**src/rtl/sm_pkg.sv**
```systemverilog
package sm_pkg;
  typedef enum logic [2:0] {
    ST_IDLE = 3'd0,
    ST_EXEC = 3'd1,
    ST_FIX  = 3'd2,
    ST_INC  = 3'd3,
    ST_DONE = 3'd4
  } sm_state_t;

  // Magnitude-sum path is chosen when the sign relation matches the operation.
  function automatic logic sel_sum_path(input logic op_sub, input logic sa, input logic sb);
    return ((sa ^ sb) == op_sub);
  endfunction
endpackage

```
**src/rtl/sm_path_sel.sv**
```systemverilog
module sm_path_sel (
  input  logic op_sub,
  input  logic sa,
  input  logic sb,
  output logic sum_path
);
  import sm_pkg::*;
  always_comb sum_path = sel_sum_path(op_sub, sa, sb);
endmodule

```
**src/rtl/sm_mag_unit.sv**
```systemverilog
module sm_mag_unit #(
  parameter int W = 8
) (
  input  logic [W-1:0] x,
  input  logic [W-1:0] y,
  input  logic         diff,
  output logic [W-1:0] sum,
  output logic         cout
);
  localparam int XW = W + 1;
  logic [W-1:0]  y_eff;
  logic [XW-1:0] wide;

  always_comb begin
    y_eff = diff ? ~y : y;
    wide  = {1'b0, x} + {1'b0, y_eff} + {{(XW-1){1'b0}}, diff};
    sum   = wide[W-1:0];
    cout  = wide[W];
  end
endmodule

```
**src/rtl/sm_seq_ctrl.sv**
```systemverilog
module sm_seq_ctrl (
  input  logic               clk,
  input  logic               rst_n,
  input  logic               start,
  input  logic               sum_path,
  input  logic               e_bit,
  output sm_pkg::sm_state_t  state
);
  import sm_pkg::*;
  sm_state_t nxt;

  always_comb begin
    nxt = state;
    unique case (state)
      ST_IDLE: if (start) nxt = ST_EXEC;
      ST_EXEC: nxt = sum_path ? ST_DONE : ST_FIX;
      ST_FIX:  nxt = e_bit ? ST_DONE : ST_INC;
      ST_INC:  nxt = ST_DONE;
      ST_DONE: nxt = ST_IDLE;
      default: nxt = ST_IDLE;
    endcase
  end

  always_ff @(posedge clk or negedge rst_n)
    if (!rst_n) state <= ST_IDLE;
    else        state <= nxt;
endmodule

```
**src/rtl/sm_addsub.sv**
```systemverilog
module sm_addsub #(
  parameter int W = 8
) (
  input  logic         clk,
  input  logic         rst_n,
  input  logic         start,
  input  logic         sub_op,
  input  logic         a_sign,
  input  logic [W-1:0] a_mag,
  input  logic         b_sign,
  input  logic [W-1:0] b_mag,
  output logic [W-1:0] res_mag,
  output logic         res_sign,
  output logic         ovf,
  output logic         done
);
  import sm_pkg::*;

  logic [W-1:0] acc_q, opb_q;
  logic         accs_q, opbs_q, op_q, e_q, avf_q;
  sm_state_t    state;

  // Named internal events, used by the checker.
  logic         sum_path;
  logic [W-1:0] alu_sum;
  logic         alu_cout;
  logic         st_idle, st_exec, st_fix, st_inc;
  logic         accept;

  assign st_idle = (state == ST_IDLE);
  assign st_exec = (state == ST_EXEC);
  assign st_fix  = (state == ST_FIX);
  assign st_inc  = (state == ST_INC);
  assign accept  = st_idle & start;

  sm_path_sel u_path (
    .op_sub   (op_q),
    .sa       (accs_q),
    .sb       (opbs_q),
    .sum_path (sum_path)
  );

  sm_mag_unit #(.W(W)) u_mag (
    .x    (acc_q),
    .y    (opb_q),
    .diff (~sum_path),
    .sum  (alu_sum),
    .cout (alu_cout)
  );

  sm_seq_ctrl u_ctrl (
    .clk      (clk),
    .rst_n    (rst_n),
    .start    (start),
    .sum_path (sum_path),
    .e_bit    (e_q),
    .state    (state)
  );

  always_ff @(posedge clk or negedge rst_n) begin
    if (!rst_n) begin
      acc_q  <= '0;
      accs_q <= 1'b0;
      opb_q  <= '0;
      opbs_q <= 1'b0;
      op_q   <= 1'b0;
      e_q    <= 1'b0;
      avf_q  <= 1'b0;
    end else begin
      if (accept) begin
        acc_q  <= a_mag;
        accs_q <= a_sign;
        opb_q  <= b_mag;
        opbs_q <= b_sign;
        op_q   <= sub_op;
        avf_q  <= 1'b0;
      end
      if (st_exec) begin
        acc_q <= alu_sum;
        e_q   <= alu_cout;
        avf_q <= sum_path & alu_cout;
      end
      if (st_fix) begin
        if (!e_q) begin
          acc_q  <= ~acc_q;
          accs_q <= ~accs_q;
        end else if (acc_q == '0) begin
          accs_q <= 1'b0;
        end
      end
      if (st_inc) acc_q <= acc_q + {{(W-1){1'b0}}, 1'b1};
    end
  end

  assign res_mag  = acc_q;
  assign res_sign = accs_q;
  assign ovf      = avf_q;
  assign done     = (state == ST_DONE);
endmodule

```
**config.mk**
```make
export PLATFORM = sky130hd
export DESIGN_NAME = sm_addsub
export DESIGN_NICKNAME = d
export VERILOG_FILES = /design/src/rtl/sm_pkg.sv /design/src/rtl/sm_path_sel.sv /design/src/rtl/sm_mag_unit.sv /design/src/rtl/sm_seq_ctrl.sv /design/src/rtl/sm_addsub.sv
export SDC_FILE = /design/constraint.sdc
export NUM_CORES = 1
export LEC_CHECK = 0
export CAP_MARGIN = 20
export CORE_AREA = 2 2 72 74
export DETAILED_ROUTE_END_ITERATION = 8
export DIE_AREA = 0 0 74 76
export HOLD_SLACK_MARGIN = 0.05
export PLACE_DENSITY = 0.59
export SYNTH_ARGS = -nofsm -noshare
export SYNTH_HDL_FRONTEND = slang
export SYNTH_SLANG_ARGS = --single-unit
export TNS_END_PERCENT = 30
```
**constraint.sdc**
```tcl
create_clock -name clk -period 6 [get_ports clk]
set_input_delay 1.2 -clock clk [delete_from_list [all_inputs] [get_ports clk]]
set_output_delay 1.2 -clock clk [all_outputs]
set_load 0.01 [all_outputs]
```
==> results.yml <==
outcome:
  status: "completed"
grt:
  grt_max_degree: 25
  grtUsageMet1: 0.212
  grt.busiest_layer: "met2"
  use_met2: 0.228
  met3_usage: 0.0185
  grt_pass1_wl_um: 6530
  grt.total_usage: 0.151
  first_global_vias: 1384
  overflow: 0
  antenna_found_initial: 0
clock_tree:
  path_clk_slew_ps: 90
  h-tree-depth: 1
  cts_tree: "yes"
  cts_resized: 0
  cts_hold_buf: 0
  root_buffer: "clkbuf_8"
  numClockSinks: 24
  clock_path_buffers: 2
  cts_made_buffers: 3
  clock_latency_ps: 270
  postCtsSetupBuffers: 0
die:
  die_y_um: 76
  die-area_sq_mm: 0.00562
  rows: 26
  io_pins: 33
  die_x_um: 74
  initial_core_util: 0.360
  core-area_sq_mm: 0.00491
synthesis:
  synth_area_per_cell_sq_um: 8.80
  synth_top_cell_area_share: 0.340
  syn-instance-count: 201
  synth.area.top_cells: "dfrtp_1 (34%), ha_1 (7.1%), mux2_2 (6.4%)"
  synth-main-ff-cell: "dfrtp_1"
  synth_most_common_cell: "dfrtp_1"
  syn_area_sq_mm: 0.00177
  synth_fp_nets: 234
  async_flop_share: 1.00
  ys_types: 41
  ys_warn_count: 0
  ys_ff_latch: 24
  synth_common_cells: "dfrtp_1 (24), nand2_1 (21), nor2_1 (19)"
  synth_edf_count: 0
  yosysTopAreaCell: "dfrtp_1"
  seq_area_frac_synth: 0.340
cells_and_area:
  syn_to_final_growth_pct: 24.9
  insertedDiodeCount: 0
  design.final.nets: 264
  drive_gt1_frac: 0.0739
  fin_cells: 300
sta:
  post-route-min-period_ps: 3220
  relSlewSlack: 0.392
  fin_skew_ps: 5.28
  slew_viol_final: 0
  hold_viol: 0
  worst_pin_slew_ps: 909
  rsz0062_at_grt: "false"
  fin_tns_setup_ps: 0
  holdWs_ps: 517
  max_freq_mhz: 310
  setup_violations: 0
  post-route-period-util: 0.537
worst_setup_path:
  cp_max_fo: 17
  worstPathRequired_ps: 6220
  crit_arrival_ps: 3440
  crit_path_start_kind: "input port"
  crit_type: "in2reg"
  critPathCaptureType: "flip-flop"
placed_design:
  gp_congestion: 0.796
  port_buffers: 32
  hpwl_um: 2990
  dpl.cell_count: 296
job:
  cap_viol_max_count: 0
hold_path:
  min_path_type: "reg2reg"
routing:
  via_count: 1511
  drt_iter0_drc: 109
  drt.antenna.violating_nets: 0
  wire_per_inst_um: 13.3
  drc_errors: 0
  firstDrtPassIters: 4
  drt-total-wl_um: 4000
  vias_per_cell: 5.04
-- critical path, stage by stage --
cell             delay, ps
clkdlybuf4s50_1        590
nand2b_1               160
nor3_4                 720
a211oi_1               180
a21o_1                 190
a221oi_1               290
a21o_1                 120
-- state kept, by name, summed over array words and instances (netlist names) --
register,cells
e_q,1
op_q,1
opb_q,8
opbs_q,1
ovf,1
res_mag,8
res_sign,1
u_ctrl.state,3
-- cells in the final DEF (no fill, tap or decap), types with 2 or more instances in the layout --
cell type	instances
clkdlybuf4s50_1	32
buf_4	2
inv_1	7
and3_1	2
nor2b_1	2
mux2i_1	6
ha_1	10
o21ai_0	13
nand3_1	2
o22ai_1	2
nand2_1	21
a21boi_0	2
nor3b_1	2
clkbuf_8	4
mux2_2	10
xnor2_1	11
nand2b_1	2
o21ai_1	4
nor3_1	8
a211oi_1	8
nor2_1	19
dfrtp_1	24
o2111ai_1	2
xor2_1	2
a21oi_1	16
a21o_1	2
-- metrics by stage --
step,area [sq um],setup WS (ps),util
global placement,2150,2520,0.438
detailed placement,2150,2470,0.438
CTS,2210,2750,0.450
global route,2210,2590,0.450
finish,2210,2780,0.450
floorplan,1770,3480,-
-- worst paths after layout --
path / depth (start not counted) / to / startpoint / slack [ps]
worst min-delay path: 1 / opbs_q / opbs_q / 520
worst max register to register: 10 / ovf / opbs_q / 2950
worst max-delay path: 7 / res_mag[1] / start / 2780
max in group asynchronous: 2 / res_sign / rst_n / 4470
worst min register to register: 1 / opbs_q / opbs_q / 520
min in group asynchronous: 2 / opb_q[0] / rst_n / 1280
-- per-layer routing --
metal,up-vias,part of all wire
li1,780,-
met1,706,0.50
met2,21,0.46
met3,4,0.025
met4,0,0.016
met5,-,0
-- layout make-up --
| cell class | instances | area [sq um] |
|---|---|---|
| fill | 484 | 2700 |
| inverter | 7 | 26.3 |
| timing repair buffer | 34 | 335 |
| clock buffer | 4 | 55.1 |
| sequential | 24 | 601 |
| multi-input combinational | 161 | 1100 |
| tap | 70 | 87.6 |
-- cell families after synthesis --
group                      Yosys count  synth area share
muxes                               16            0.0977
buffers and inverters               16            0.0361
DFF                                 24             0.340
AOI/OAI and AO/OA                   57             0.199
adders and majority gates           11            0.0821
xor gates and xnor gates            14            0.0771
and+or+nand+nor                     63             0.168
Power is left out: the tool's default activity adds up to more than one toggle a clock period on the data nets, which glitch-free logic cannot reach.
